### src/rtl/tvg_pkg.sv
package tvg_pkg;
  typedef enum logic [1:0] {
    FS_IDLE = 2'd0,
    FS_NAME = 2'd1,
    FS_BMP  = 2'd2
  } fetch_st_e;

  localparam int unsigned TILE_PX  = 8;
  localparam int unsigned PIX_DIV  = 4;
endpackage

### src/rtl/tvg_raster.sv
module tvg_raster #(
  parameter int unsigned H_ACT   = 288,
  parameter int unsigned H_TOTAL = 342,
  parameter int unsigned V_ACT   = 240,
  parameter int unsigned V_TOTAL = 262,
  parameter int unsigned HW      = 9,
  parameter int unsigned VW      = 9
) (
  input  logic          clk,
  input  logic          rst,
  output logic          pix_en,
  output logic          active,
  output logic          load,
  output logic          line_first,
  output logic          frame_first,
  output logic [HW-4:0] col,
  output logic [VW-1:0] line
);
  logic [1:0]    div_q;
  logic [HW-1:0] hpos;
  logic [VW-1:0] vpos;

  // start in the last blanking line so the first cell is prefetched in time
  always_ff @(posedge clk) begin
    if (rst) begin
      div_q <= 2'd0;
      hpos  <= '0;
      vpos  <= VW'(V_TOTAL-1);
    end else begin
      div_q <= div_q + 2'd1;
      if (pix_en) begin
        if (hpos == HW'(H_TOTAL-1)) begin
          hpos <= '0;
          vpos <= (vpos == VW'(V_TOTAL-1)) ? '0 : vpos + 1'b1;
        end else begin
          hpos <= hpos + 1'b1;
        end
      end
    end
  end

  always_comb begin
    pix_en      = (div_q == 2'd3);
    active      = (hpos < HW'(H_ACT)) && (vpos < VW'(V_ACT));
    load        = pix_en && active && (hpos[2:0] == 3'd0);
    line_first  = (hpos == '0);
    frame_first = (hpos == '0) && (vpos == '0);
    col         = hpos[HW-1:3];
    line        = vpos;
  end


  pix_en_gap_chk: assert property (@(posedge clk) disable iff (rst)
    pix_en |=> !pix_en);

  pix_en_period_chk: assert property (@(posedge clk) disable iff (rst)
    $past(pix_en, 4) |-> pix_en);
endmodule

### src/rtl/tvg_fetch.sv
module tvg_fetch
  import tvg_pkg::*;
#(
  parameter int unsigned COLS      = 36,
  parameter int unsigned ROWS      = 30,
  parameter int unsigned V_ACT     = 240,
  parameter int unsigned AW        = 16,
  parameter int unsigned DW        = 8,
  parameter int unsigned HW        = 9,
  parameter int unsigned VW        = 9,
  parameter int unsigned NAME_BASE = 'hA000,
  parameter int unsigned TILE_BASE = 'hA800
) (
  input  logic          clk,
  input  logic          rst,
  input  logic          load,
  input  logic [HW-4:0] col,
  input  logic [VW-1:0] line,
  output logic          mem_req,
  output logic [AW-1:0] mem_addr,
  input  logic          mem_ack,
  input  logic [DW-1:0] mem_rdata,
  output logic [7:0]    buf_byte,
  output logic          buf_vld,
  output logic          fwd,
  output logic [7:0]    fwd_byte
);
  localparam int unsigned CLW = HW - 3;
  localparam int unsigned CW  = (COLS > 1) ? $clog2(COLS) : 1;

  fetch_st_e     st;
  logic [VW-1:0] tgt_line;
  logic [CW-1:0] tgt_col;
  logic [AW-1:0] name_addr;
  logic [AW-1:0] bmp_addr;

  always_comb begin
    name_addr = AW'(NAME_BASE) + AW'(tgt_line >> 3) * AW'(COLS) + AW'(tgt_col);
    bmp_addr  = AW'(TILE_BASE) + (AW'(mem_rdata) << 3) + AW'(tgt_line[2:0]);
    fwd       = (st == FS_BMP) && mem_ack;
    fwd_byte  = mem_rdata[7:0];
  end

  always_ff @(posedge clk) begin
    if (rst) begin
      st       <= FS_IDLE;
      mem_req  <= 1'b0;
      mem_addr <= '0;
      buf_byte <= '0;
      buf_vld  <= 1'b0;
      tgt_line <= '0;
      tgt_col  <= '0;
    end else begin
      if (load) begin
        buf_vld <= 1'b0;
        if (col == CLW'(COLS-1)) begin
          tgt_col  <= '0;
          tgt_line <= (line == VW'(V_ACT-1)) ? '0 : line + 1'b1;
        end else begin
          tgt_col  <= CW'(col) + 1'b1;
          tgt_line <= line;
        end
      end
      case (st)
        FS_IDLE: if (!buf_vld && !load) begin
          st       <= FS_NAME;
          mem_req  <= 1'b1;
          mem_addr <= name_addr;
        end
        FS_NAME: if (mem_ack) begin
          st       <= FS_BMP;
          mem_addr <= bmp_addr;
        end
        FS_BMP: if (mem_ack) begin
          st      <= FS_IDLE;
          mem_req <= 1'b0;
          // when the shifter reloads now it takes the byte directly
          if (!load) begin
            buf_byte <= mem_rdata[7:0];
            buf_vld  <= 1'b1;
          end
        end
        default: st <= FS_IDLE;
      endcase
    end
  end


  req_hold_chk: assert property (@(posedge clk) disable iff (rst)
    mem_req && !mem_ack |=> mem_req && $stable(mem_addr));

  addr_window_chk: assert property (@(posedge clk) disable iff (rst)
    mem_req |->
      ((mem_addr >= AW'(NAME_BASE)) && (mem_addr < AW'(NAME_BASE + COLS*ROWS))) ||
      ((mem_addr >= AW'(TILE_BASE)) && (mem_addr < AW'(TILE_BASE + (2**DW)*8))));
endmodule

### src/rtl/tvg_shift.sv
module tvg_shift #(
  parameter int unsigned COLOR_W  = 4,
  parameter int unsigned FG_COLOR = 15,
  parameter int unsigned BG_COLOR = 0
) (
  input  logic               clk,
  input  logic               rst,
  input  logic               pix_en,
  input  logic               active,
  input  logic               load,
  input  logic               line_first,
  input  logic               frame_first,
  input  logic [7:0]         buf_byte,
  input  logic               buf_vld,
  input  logic               fwd,
  input  logic [7:0]         fwd_byte,
  output logic               pix_valid,
  output logic [COLOR_W-1:0] pix_color,
  output logic               line_start,
  output logic               frame_start
);
  logic [7:0] sh_q;
  logic [7:0] cur;

  always_comb begin
    if (load) cur = buf_vld ? buf_byte : (fwd ? fwd_byte : 8'h00);
    else      cur = sh_q;
  end

  always_ff @(posedge clk) begin
    if (rst) begin
      sh_q        <= '0;
      pix_valid   <= 1'b0;
      pix_color   <= '0;
      line_start  <= 1'b0;
      frame_start <= 1'b0;
    end else if (pix_en && active) begin
      sh_q        <= {cur[6:0], 1'b0};
      pix_color   <= cur[7] ? COLOR_W'(FG_COLOR) : COLOR_W'(BG_COLOR);
      pix_valid   <= 1'b1;
      line_start  <= line_first;
      frame_start <= frame_first;
    end else begin
      pix_valid   <= 1'b0;
      line_start  <= 1'b0;
      frame_start <= 1'b0;
    end
  end


  valid_gap_chk: assert property (@(posedge clk) disable iff (rst)
    pix_valid |=> !pix_valid);

  line_valid_chk: assert property (@(posedge clk) disable iff (rst)
    line_start |-> pix_valid);

  frame_line_chk: assert property (@(posedge clk) disable iff (rst)
    frame_start |-> line_start && pix_valid);
endmodule

### src/rtl/tile_video_gen.sv
module tile_video_gen #(
  parameter int unsigned H_ACT     = 288,
  parameter int unsigned H_TOTAL   = 342,
  parameter int unsigned V_ACT     = 240,
  parameter int unsigned V_TOTAL   = 262,
  parameter int unsigned AW        = 16,
  parameter int unsigned DW        = 8,
  parameter int unsigned COLOR_W   = 4,
  parameter int unsigned FG_COLOR  = 15,
  parameter int unsigned BG_COLOR  = 0,
  parameter int unsigned NAME_BASE = 'hA000,
  parameter int unsigned TILE_BASE = 'hA800
) (
  input  logic               clk,
  input  logic               rst,
  output logic               mem_req,
  output logic [AW-1:0]      mem_addr,
  input  logic               mem_ack,
  input  logic [DW-1:0]      mem_rdata,
  output logic               pix_valid,
  output logic [COLOR_W-1:0] pix_color,
  output logic               line_start,
  output logic               frame_start
);
  localparam int unsigned COLS = H_ACT / 8;
  localparam int unsigned ROWS = (V_ACT + 7) / 8;
  localparam int unsigned HW   = $clog2(H_TOTAL);
  localparam int unsigned VW   = $clog2(V_TOTAL);

  logic          pix_en, active, load, line_first, frame_first;
  logic [HW-4:0] col;
  logic [VW-1:0] line;
  logic [7:0]    buf_byte, fwd_byte;
  logic          buf_vld, fwd;

  tvg_raster #(
    .H_ACT(H_ACT), .H_TOTAL(H_TOTAL), .V_ACT(V_ACT), .V_TOTAL(V_TOTAL),
    .HW(HW), .VW(VW)
  ) u_raster (
    .clk(clk), .rst(rst), .pix_en(pix_en), .active(active), .load(load),
    .line_first(line_first), .frame_first(frame_first), .col(col), .line(line)
  );

  tvg_fetch #(
    .COLS(COLS), .ROWS(ROWS), .V_ACT(V_ACT), .AW(AW), .DW(DW), .HW(HW), .VW(VW),
    .NAME_BASE(NAME_BASE), .TILE_BASE(TILE_BASE)
  ) u_fetch (
    .clk(clk), .rst(rst), .load(load), .col(col), .line(line),
    .mem_req(mem_req), .mem_addr(mem_addr), .mem_ack(mem_ack), .mem_rdata(mem_rdata),
    .buf_byte(buf_byte), .buf_vld(buf_vld), .fwd(fwd), .fwd_byte(fwd_byte)
  );

  tvg_shift #(
    .COLOR_W(COLOR_W), .FG_COLOR(FG_COLOR), .BG_COLOR(BG_COLOR)
  ) u_shift (
    .clk(clk), .rst(rst), .pix_en(pix_en), .active(active), .load(load),
    .line_first(line_first), .frame_first(frame_first),
    .buf_byte(buf_byte), .buf_vld(buf_vld), .fwd(fwd), .fwd_byte(fwd_byte),
    .pix_valid(pix_valid), .pix_color(pix_color),
    .line_start(line_start), .frame_start(frame_start)
  );
endmodule

### config.mk
export PLATFORM = sky130hd
export DESIGN_NAME = tile_video_gen
export DESIGN_NICKNAME = d
export VERILOG_FILES = /design/src/rtl/tvg_pkg.sv /design/src/rtl/tvg_raster.sv /design/src/rtl/tvg_fetch.sv /design/src/rtl/tvg_shift.sv /design/src/rtl/tile_video_gen.sv
export SDC_FILE = /design/constraint.sdc
export NUM_CORES = 1
export LEC_CHECK = 0
export BUFFER_PORTS_ARGS = -buffer_cell sky130_fd_sc_hd__buf_2
export CAP_MARGIN = 0
export CORE_MARGIN = 3
export CORE_UTILIZATION = 45
export CTS_CLUSTER_DIAMETER = 120
export DETAILED_ROUTE_END_ITERATION = 7
export MAX_ROUTING_LAYER = met4
export PLACE_DENSITY = 0.6
export SLEW_MARGIN = 20
export SYNTH_ARGS = -nofsm -noshare
export SYNTH_HDL_FRONTEND = slang
export SYNTH_HIERARCHICAL = 1
export SYNTH_SLANG_ARGS = --single-unit
### constraint.sdc
create_clock -name clk -period 6.7 [get_ports clk]
set_input_delay 0 -clock clk [delete_from_list [all_inputs] [get_ports clk]]
set_output_delay 0 -clock clk [all_outputs]
set_load 0.1 [all_outputs]
==> qor.csv, run 1 <==
stage,metric,value,unit
outcome,status,"complete, no violations",
floorplan,Die H,101,µm
synthesis,number of flops mapped to enable cells by yosys,0,
clock_network,CTS tree,yes,
timing,Slew @ Worst Pin,0.948,ns
synthesis,Syn Area/Cell,8.36,µm²
pwr,peak supply drop,0.158,mV
floorplan,die width,101,µm
synthesis,Post-Syn Area,0.00404,mm²
routing,Routed Antenna Nets,0,
hold_path,min-delay worst type,in -> reg,
timing,Final Setup Violations,0,
final_layout,Layout Cells excl Fill,612,
timing,Slew Limit Fails,0,
synthesis,register area share after synthesis,35.7,%
timing,FMAX,339,MHz
final_layout,footprint of the multi-input gates,0.00229,mm²
synthesis,Synth top area share,35.7,%
pwr,power after layout,980,µW
placed_design,Post-DP HPWL,6170,µm
synthesis,library cells used by synthesis,62,
placed_design,placed cell count,587,
synthesis,Synth Register Bits,72,
global_route,Global Route Usage Sum,18.1,%
timing,RSZ-0062 raised after global routing,false,
setup_path,critical path class,reg -> reg,
pwr,Static Leak,0.00171,µW
setup_path,top fanout value on the critical path,33,
run,max cap viols,0,
routing,drt pass-1 iters,4,
global_route,largest net degree at the start of global routing,49,
final_layout,final core utilization,52.3,%
final_layout,Post-layout nets,534,
clock_network,# Post-CTS Setup Buffers,0,
floorplan,die area,0.0101,mm²
global_route,vias in the first global route,2976,
clock_network,CTS root buf,clkbuf_8,
final_layout,Antenna Cells,0,
floorplan,Ports,35,
clock_network,CTS H-tree lvls,3,
final_layout,fill cell count,803,
clock_network,clk buf depth,2,
routing,drt initial violations,122,
setup_path,WP data arrival,3.24,ns
placed_design,IO Port Bufs,33,
global_route,initial antenna violation count,0,
setup_path,Worst setup EP type,flop,
setup_path,Worst setup SP type,flop,
routing,wire length per cell,14.2,µm
floorplan,# rows,33,
routing,final WL,8710,µm
final_layout,share of cells above drive strength 1,13.2,%
synthesis,most numerous cell in the Yosys netlist,dfxtp_1,
timing,final period utilization,44.0,%
synthesis,"FFs w/ async S/R, synth",0,%
pwr,PD cells,221,mW/mm²
setup_path,WP data required,6.99,ns
final_layout,register area,0.00144,mm²
synthesis,synth top area cells,"dfxtp_1 (36%), nor2_1 (5.9%), ha_1 (5.9%), nand2_1 (5.8%), buf_4 (4.1%)",
clock_network,Skew-Pair Late Insertion Delay,0.35,ns
clock_network,clk sink count,72,
routing,vias,3259,
timing,fin crit period,2.95,ns
synthesis,Post-Syn Instances,483,
synthesis,"top cells by count, synth","dfxtp_1 (72), nor2_1 (64), nand2_1 (62)",
placed_design,GP Congestion,0.791,
synthesis,Synth area leader,dfxtp_1,
clock_network,TritonCTS Buffers,9,
global_route,Overflow after GRT,0,
synthesis,Synth Warn #,6,
floorplan,Core ar.,0.00846,mm²
timing,clock skew,0.0137,ns
timing,setup TNS,0,ns
timing,max_slew headroom,36.2,%
clock_network,clock-pin transition on the worst setup and hold timing paths,0.08,ns
synthesis,"Top FF cell, synth",dfxtp_1,
routing,DRC errors left,0,
synthesis,Synth Net Count,515,
routing,via/cell ratio,5.33,
global_route,first-pass GRT wire length,14200,µm
timing,Hold WS,0.203,ns
timing,"Hold Violations, Final",0,
final_layout,Area Growth Syn to Fin,9.54,%
floorplan,starting density of the core,47.7,%
==> power breakdown <==
group | switching [µW] | total [µW] | internal [µW] | leakage, µW
sequential | 8.92 | 450 | 441 | 0.000584
combinational | 119 | 152 | 32.7 | 0.00101
clock | 168 | 378 | 210 | 0.000113
==> critical path, stage by stage (launching register included) <==
cell and delay (ns):
dfxtp_1 0.62, and4_1 0.30, nor3_1 0.11, and4b_1 0.21, buf_4 0.23, or3_4 0.43, a21oi_4 0.54, o21ai_1 0.15
a21oi_1 0.15, o21ba_1 0.15
==> area by class of cell <==
class                      count  area share, %
multi-input combinational    356           51.8
sequential                    72           32.6
timing repair buffer          44           6.11
tap                          105           2.97
clock buffer                   9           2.80
clock inverter                 7           2.18
inverter                      19           1.61
==> per-stage QoR <==
stage | area, µm² | worst slack (ns)
after floorplan | 4040 | 4.16
after global placement | 4110 | 3.84
after detailed placement | 4110 | 3.77
after CTS | 4420 | 3.74
after global routing | 4420 | 3.51
final | 4420 | 3.75
==> kinds of logic (layout without fill, tap and decap cells) <==
kind of cell,Yosys count,in the layout,synth area share (%)
AO/OA/AOI/OAI,88,88,15.9
flip-flops,72,72,35.7
XOR/XNOR,25,25,5.42
adder cells (fa/ha/maj),21,21,6.88
multiplexers,12,12,2.97
buffers and inverters,55,79,7.62
other,1,1,0.0928
AND/OR/NAND/NOR,209,209,25.4
==> state kept, by name, indices dropped and copies added (netlist names) <==
register	cells
u_shift/line_start	1
u_fetch/buf_byte	8
u_fetch/mem_req	1
u_shift/pix_color	1
u_fetch/mem_addr	14
u_fetch/tgt_line	9
u_fetch/buf_vld	1
u_shift/pix_valid	1
u_raster/div_q	2
u_raster/line	9
u_raster/hpos	9
u_shift/sh_q	7
u_shift/frame_start	1
u_fetch/st	2
u_fetch/tgt_col	6
==> per-layer routing <==
metal  global-route usage, %  part of all wire, %  wire length [µm]
met4                    4.04                  1.0                89
met2                    28.8                   47              4110
met3                    4.64                  5.1               442
met5                       -                    0                 0
met1                    23.1                   47              4070
==> path summary, 6_finish.rpt <==
| check | startpoint | endpoint | slack, ns | cells after the start |
|---|---|---|---|---|
| max | u_raster/line[4] | u_fetch/mem_addr[9] | 3.75 | 9 |
| min | rst | u_raster/div_q[0] | 0.20 | 3 |
| max reg2reg | u_raster/line[4] | u_fetch/mem_addr[9] | 3.75 | 9 |
| min reg2reg | u_raster/div_q[0] | u_raster/div_q[0] | 0.44 | 1 |
==> cell usage in the layout, fill, tap and decap left out, drive strengths merged, types with 12 or more instances in the layout <==
master  count
mux2i      12
nand3      22
dfxtp      72
xnor2      12
nor2       65
ha         19
xor2       13
inv        19
o21ai      22
buf        35
nand2      62
a21oi      23
==> what timing repair did <==
action | CTS | global route
hold buffers | 9 | 0
endpoints found under the hold margin | 12 | 0
gates resized for setup | 0 | 0
(Power assumes the default switching activity.)
==> run 2, diff against run 1 <==
Settings changed: ABC_AREA set to 1, PLACE_DENSITY 0.6 to 0.62.
Clock period 6.7 ns to 2.6 ns, I/O delays scaled along.
==> run 2 against run 1 <==
Sequential share of layout area fell by 1.7 points; core utilization shrank 0.25 points; via count rose by 16%.
==> qor.csv, run 2 <==
stage,metric,value,unit,change
outcome,status,"complete, no violations",,unchanged
timing,Slew @ Worst Pin,0.780,ns,was 0.948 ns
synthesis,Synth Register Bits,72,,unchanged
timing,"Hold Violations, Final",0,,unchanged
final_layout,share of cells above drive strength 1,16.5,%,was 13.2%
global_route,vias in the first global route,3581,,"was 2,976"
clock_network,CTS root buf,clkbuf_8,,unchanged
placed_design,IO Port Bufs,33,,unchanged
pwr,clock network fraction of design power,34.7,%,was 38.6%
routing,vias,3780,,"was 3,259"
clock_network,clk buf depth,2,,unchanged
synthesis,Synth area leader,dfxtp_1,,unchanged
global_route,largest net degree at the start of global routing,29,,was 49
global_route,Overflow after GRT,0,,unchanged
clock_network,clock-pin transition on the worst setup and hold timing paths,0.08,ns,about the same
floorplan,# rows,34,,was 33
synthesis,synth top area cells,"dfxtp_1 (34%), nand2_1 (11%), nor2_1 (6.8%), inv_1 (5.7%), ha_1 (5.6%)",,"was dfxtp_1 (36%), nor2_1 (5.9%), ha_1 (5.9%), nand2_1 (5.8%), buf_4 (4.1%)"
clock_network,TritonCTS Buffers,9,,unchanged
final_layout,"commonest non-fill, non-tap cell in the layout",nand2_1,,was dfxtp_1
final_layout,Antenna Cells,0,,unchanged
pwr,peak supply drop,0.273,mV,was 0.158 mV
routing,Routed Antenna Nets,0,,unchanged
final_layout,Area Growth Syn to Fin,9.06,%,was 9.54%
routing,drt pass-1 iters,5,,was 4
final_layout,Post-layout nets,653,,was 534
pwr,Switching Share,32.3,%,was 30.2%
routing,drt initial violations,163,,was 122
routing,final WL,9790,µm,was 8710 µm
synthesis,"FFs w/ async S/R, synth",0,%,unchanged
clock_network,Skew-Pair Late Insertion Delay,0.35,ns,about the same
timing,setup slack after layout,0.388,ns,was 3.75 ns
synthesis,"top cells by count, synth","nand2_1 (120), nor2_1 (77), dfxtp_1 (72)",,"was dfxtp_1 (72), nor2_1 (64), nand2_1 (62)"
synthesis,Synth Net Count,628,,was 515
setup_path,WP data required,2.82,ns,was 6.99 ns
clock_network,CTS H-tree lvls,3,,unchanged
synthesis,most numerous cell in the Yosys netlist,nand2_1,,was dfxtp_1
floorplan,Ports,35,,unchanged
timing,final period utilization,85.1,%,was 44.0%
synthesis,Synth top area share,33.7,%,was 35.7%
routing,via/cell ratio,5.03,,was 5.33
final_layout,most frequent cells in the layout,"nand2_1 (120), nor2_1 (77), dfxtp_1 (72)",,"was dfxtp_1 (72), nor2_1 (64), nand2_1 (62)"
run,max cap viols,0,,unchanged
pwr,PD cells,525,mW/mm²,was 221 mW/mm²
final_layout,max reg flops,14,,unchanged
global_route,first-pass GRT wire length,16600,µm,"was 14,200 µm"
timing,Slew Limit Fails,0,,unchanged
pwr,Net Switching,793,µW,was 296 µW
pwr,P_int,1660,µW,was 684 µW
synthesis,Syn Area/Cell,7.18,µm²,was 8.36 µm²
final_layout,Biggest register,u_fetch/mem_addr,,unchanged
pwr,Seq pwr share,47.6,%,was 45.9%
timing,FMAX,452,MHz,was 339 MHz
synthesis,library cells used by synthesis,45,,was 62
setup_path,WP data arrival,2.44,ns,was 3.24 ns
routing,wire length per cell,13.0,µm,was 14.2 µm
placed_design,pre-CTS setup slack,0.443,ns,was 3.77 ns
floorplan,Core ar.,0.00898,mm²,was 0.00846 mm²
synthesis,"Top FF cell, synth",dfxtp_1,,unchanged
global_route,initial antenna violation count,0,,unchanged
timing,max_slew headroom,47.7,%,was 36.2%
floorplan,die width,104,µm,was 101 µm
timing,fin crit period,2.21,ns,was 2.95 ns
final_layout,Layout Cells excl Fill,751,,was 612
synthesis,Post-Syn Instances,596,,was 483
floorplan,Die H,104,µm,was 101 µm
placed_design,GP Congestion,0.863,,was 0.791
setup_path,top fanout value on the critical path,11,,was 33
floorplan,die area,0.0107,mm²,was 0.0101 mm²
global_route,Global Route Usage Sum,19.0,%,was 18.1%
pwr,Gate power share,17.7,%,was 15.5%
timing,RSZ-0062 raised after global routing,false,,unchanged
synthesis,Post-Syn Area,0.00428,mm²,was 0.00404 mm²
routing,DRC errors left,0,,unchanged
setup_path,Worst setup EP type,flop,,unchanged
placed_design,placed cell count,727,,was 587
synthesis,number of flops mapped to enable cells by yosys,0,,unchanged
clock_network,CTS resizes,0,,unchanged
synthesis,register area share after synthesis,33.7,%,was 35.7%
hold_path,min-delay worst type,in -> reg,,unchanged
timing,Final Setup Violations,0,,unchanged
setup_path,critical path class,reg -> reg,,unchanged
timing,clock skew,0.0160,ns,was 0.0137 ns
clock_network,CTS tree,yes,,unchanged
synthesis,Synth Warn #,6,,unchanged
timing,setup TNS,0,ns,unchanged
pwr,Static Leak,0.00208,µW,was 0.00171 µW
floorplan,starting density of the core,47.7,%,about the same
clock_network,clk sink count,72,,unchanged
placed_design,Post-DP HPWL,7200,µm,was 6170 µm
setup_path,Worst setup SP type,flop,,unchanged
-- run 2: changes by cell type after synthesis, sizes merged, moves of 10 or more --
cell,previous run,this run
nand3,22,42
inv,19,75
nand2,62,130
o211ai,10,0
a21oi,23,40
mux2i,12,0
o21ai,22,46
nor2,65,88
-- run 2: logic make-up (layout without fill, tap and decap cells) --
| kind of cell | Yosys count | after routing | share of synthesized area, % |
|---|---|---|---|
| and+or+nand+nor | 285 | 285 | 31.9 |
| buffers and inverters | 107 | 136 | 12.4 |
| AOI/OAI and AO/OA | 97 | 97 | 12.8 |
| DFF | 72 | 72 | 33.7 |
| adders and majority gates | 21 | 21 | 6.49 |
| xor gates and xnor gates | 13 | 13 | 2.66 |
| other | 1 | 1 | 0.0876 |
-- run 2: through the flow --
stage	util (%)	hold WS (ns)	total power (µW)	area (µm²)
2_1_floorplan	-	0.0667	1550	4280
3_3_place_gp	49.0	0.281	1610	4390
3_5_place_dp	49.0	0.287	1620	4390
4_1_cts	52.0	0.140	2480	4670
5_1_grt	52.0	0.175	2550	4670
6_report	52.0	0.149	2450	4670
-- run 2: metal layers --
| layer | wire [µm] | part of all wire, % | global-route usage [%] |
|---|---|---|---|
| met1 | 4620 | 47 | 24.6 |
| met2 | 4640 | 47 | 30.0 |
| met3 | 471 | 4.8 | 4.85 |
| met4 | 55 | 0.56 | 4.27 |
| met5 | 0 | 0 | - |
-- run 2: critical path, cell delays in order (launching register included) --
cell	delay, ns
dfxtp_1	0.34
ha_1	0.40
nand3_1	0.15
nor2_1	0.46
buf_4	0.31
inv_4	0.08
a21oi_1	0.12
nand2_1	0.10
nand2_1	0.08
a21oi_2	0.05
-- run 2: layout make-up --
type,count,area (µm²)
multi-input cells,417,2310
clock inverters,6,61.3
flip-flops and latches,72,1440
fillers,904,4310
inverters,77,304
well taps,126,158
clock buffers,9,124
repair buffers,44,270
-- run 2: final timing paths --
check        slack [ns]                 to              start  cells after the start
max                0.39    u_shift/sh_q[3]  u_raster/div_q[0]                      9
min                0.15  u_raster/div_q[0]                rst                      3
max reg2reg        0.39    u_shift/sh_q[3]  u_raster/div_q[0]                      9
min reg2reg        0.43  u_raster/div_q[0]  u_raster/div_q[0]                      1
-- run 2: timing repair --
item | 4_1_cts | 5_1_grt
setup buffers | 0 | 0
hold endpoints to repair | 17 | 0
hold buffers | 9 | 0
-- run 2: power groups by stage --
stage | clock network (µW) | logic (µW) | registers, µW
finish | 851 | 434 | 1170
global route | 917 | 461 | 1170
CTS | 881 | 435 | 1170
detailed placement | 0 | 423 | 1190
global placement | 0 | 419 | 1190
floorplan | 0 | 173 | 1380
==> run 3, diff against run 2 <==
Settings changed: BUFFER_PORTS_ARGS -buffer_cell sky130_fd_sc_hd__buf_2 to unset, DONT_BUFFER_PORTS set to 1, PLACE_DENSITY 0.62 to 0.59.
==> run 3 against run 2 <==
Clock skew down 0.0062 ns; die area unchanged; global-route usage up 0.44 points; core utilization up 0.29 points; critical endpoint is now u_fetch/mem_addr[10]; largest cell class unchanged; highest routed layer unchanged.
==> qor.csv, run 3 (same netlist as run 2, synthesis figures left out) <==
stage,metric,value,unit,change
timing,"Hold Violations, Final",0,,unchanged
final_layout,Post-layout nets,638,,was 653
final_layout,Biggest register,u_fetch/mem_addr,,unchanged
clock_network,CTS resizes,0,,unchanged
setup_path,Worst setup SP type,flop,,unchanged
setup_path,R2R setup slack,0.42,ns,was 0.39 ns
global_route,initial antenna violation count,0,,unchanged
timing,clock skew,0.00977,ns,was 0.0160 ns
setup_path,WP data arrival,2.45,ns,was 2.44 ns
pwr,Static Leak,0.00203,µW,was 0.00208 µW
setup_path,critical path class,reg -> reg,,unchanged
setup_path,crit path to,u_fetch/mem_addr[10],,was u_shift/sh_q[3]
setup_path,critical path's largest stage delay,0.44,ns,was 0.46 ns
clock_network,clk sink count,72,,unchanged
clock_network,# Post-CTS Setup Buffers,0,,unchanged
setup_path,worst-path cell chain,"ha_1, ha_1, inv_1, fa_1, inv_1, nand2_1, nor2_1, nand2_1, nand2_1, nand3_1, a21oi_1",,"was ha_1, nand3_1, nor2_1, buf_4, inv_4, a21oi_1, nand2_1, nand2_1, a21oi_2"
clock_network,Skew-Pair Late Insertion Delay,0.34,ns,was 0.35 ns
setup_path,R2R depth,11,,was 9
timing,final period utilization,83.8,%,was 85.1%
global_route,met3 usage,4.91,%,was 4.85%
routing,drt pass-1 iters,4,,was 5
final_layout,most frequent cells in the layout,"nand2_1 (120), nor2_1 (77), dfxtp_1 (70)",,"was nand2_1 (120), nor2_1 (77), dfxtp_1 (72)"
pwr,clock network fraction of design power,37.6,%,was 34.7%
pwr,peak supply drop,0.342,mV,was 0.273 mV
pwr,PD cells,550,mW/mm²,was 525 mW/mm²
setup_path,R2R Path Start,u_fetch/tgt_line[7],,was u_raster/div_q[0]
placed_design,GP Congestion,0.901,,was 0.863
clock_network,clk buf depth,2,,unchanged
placed_design,placed cell count,710,,was 727
routing,wire length per cell,13.0,µm,about the same
final_layout,Layout Cells excl Fill,737,,was 751
routing,drt initial violations,126,,was 163
timing,Slew @ Worst Pin,0.940,ns,was 0.780 ns
final_layout,max reg flops,14,,unchanged
global_route,M1 GR Usage,24.1,%,was 24.6%
setup_path,reg-to-reg endpoint,u_fetch/mem_addr[10],,was u_shift/sh_q[3]
final_layout,Antenna Cells,0,,unchanged
floorplan,# rows,34,,unchanged
floorplan,Core ar.,0.00898,mm²,unchanged
clock_network,CTS root buf,clkbuf_8,,unchanged
final_layout,fill cell count,890,,was 904
pwr,Switching Share,30.2,%,was 32.3%
timing,max_slew headroom,37.2,%,was 47.7%
routing,final WL,9600,µm,was 9790 µm
setup_path,Worst setup EP type,flop,,unchanged
global_route,Global Route Usage Sum,19.4,%,was 19.0%
placed_design,pre-CTS setup slack,0.457,ns,was 0.443 ns
timing,FMAX,459,MHz,was 452 MHz
clock_network,TritonCTS Buffers,9,,unchanged
global_route,Overflow after GRT,0,,unchanged
timing,fin crit period,2.18,ns,was 2.21 ns
hold_path,min-delay worst type,in -> reg,,unchanged
floorplan,die width,104,µm,unchanged
clock_network,CTS tree,yes,,unchanged
routing,DRC errors left,0,,unchanged
routing,vias,3677,,"was 3,780"
setup_path,top fanout value on the critical path,6,,was 11
clock_network,CTS H-tree lvls,3,,unchanged
setup_path,WP buf/inv,2,,unchanged
pwr,Net Switching,781,µW,was 793 µW
setup_path,crit path from,u_fetch/tgt_line[7],,was u_raster/div_q[0]
setup_path,"CP delay by family, top",adder cells,,was simple AND/OR/NAND/NOR gates
routing,Routed Antenna Nets,0,,unchanged
timing,setup TNS,0,ns,unchanged
global_route,peak-usage layer in the global routing report,met2,,unchanged
setup_path,CP most frequent cell,nand2_1,,unchanged
floorplan,Ports,35,,unchanged
global_route,largest net degree at the start of global routing,29,,unchanged
run,max cap viols,0,,unchanged
final_layout,"commonest non-fill, non-tap cell in the layout",nand2_1,,unchanged
pwr,Seq pwr share,45.1,%,was 47.6%
timing,RSZ-0062 raised after global routing,false,,unchanged
routing,via/cell ratio,4.99,,was 5.03
clock_network,clock-pin transition on the worst setup and hold timing paths,0.08,ns,about the same
global_route,first-pass GRT wire length,16800,µm,"was 16,600 µm"
timing,Slew Limit Fails,0,,unchanged
setup_path,WP depth,11,,was 9
timing,Hold WS,0.244,ns,was 0.149 ns
final_layout,Area Growth Syn to Fin,9.67,%,was 9.06%
pwr,P_int,1800,µW,was 1660 µW
outcome,status,"complete, no violations",,unchanged
placed_design,IO Port Bufs,0,,was 33
pwr,Gate power share,17.3,%,was 17.7%
timing,Final Setup Violations,0,,unchanged
placed_design,Post-DP HPWL,7000,µm,was 7200 µm
final_layout,share of cells above drive strength 1,14.6,%,was 16.5%
timing,setup slack after layout,0.420,ns,was 0.388 ns
setup_path,WP data required,2.87,ns,was 2.82 ns
floorplan,Die H,104,µm,unchanged
global_route,met2 Usage GRT,31.0,%,was 30.0%
floorplan,starting density of the core,47.7,%,unchanged
global_route,vias in the first global route,3499,,"was 3,581"
floorplan,die area,0.0107,mm²,unchanged
setup_path,CP max stage cell,dfxtp_1,,was nor2_1
run 3: power groups by stage:
stage	Combinational, µW	Clock (µW)	Sequential, µW
after floorplan	173	0	1380
after global placement	414	0	1190
after detailed placement	415	0	1190
after CTS	447	1000	1160
after global routing	473	1050	1170
final	446	971	1170
run 3: stage by stage:
| stage | cell area, µm² | total power, µW | util [%] |
|---|---|---|---|
| global placement | 4350 | 1600 | 48.5 |
| floorplan | 4280 | 1550 | - |
| CTS | 4700 | 2620 | 52.3 |
| finish | 4700 | 2580 | 52.3 |
| global route | 4700 | 2700 | 52.3 |
| detailed placement | 4350 | 1600 | 48.5 |
run 3: how the worst min path moves through the flow:
stage	endpoint	slack [ns]	cells after the start	from
floorplan	u_raster/div_q[0]	0.07	1	rst
global placement	u_shift/pix_color[2]	0.06	1	rst
detailed placement	u_shift/pix_color[2]	0.06	1	rst
CTS	u_fetch/mem_addr[13]	0.25	3	rst
global route	u_fetch/mem_addr[13]	0.26	3	rst
finish	u_fetch/mem_addr[13]	0.24	3	rst
run 3: worst min-delay path, delay by kind of cell:
family	cells	cell delay, ns
buffers and inverters	2	0.42
AOI/OAI and AO/OA	1	0.13
run 3: area by class of cell:
cell class / instances / area [µm²] / share of cell area [%]
inverter: 77 / 304 / 6.47
timing repair buffer: 29 / 255 / 5.44
sequential: 72 / 1450 / 30.8
clock buffer: 11 / 141 / 3.01
multi-input combinational: 417 / 2310 / 49.2
clock inverter: 5 / 80.1 / 1.71
tap: 126 / 158 / 3.36
run 3: routing by layer:
metal | vias up | routed length [µm]
li1 | 1922 | -
met1 | 1674 | 4490
met2 | 67 | 4580
met3 | 14 | 360
met4 | 0 | 168
met5 | - | 0
run 3: timing repair:
action                     4_1_cts  5_1_grt
hold buffers                    11        0
setup endpoints to repair        0        0
hold endpoints to repair        59        0
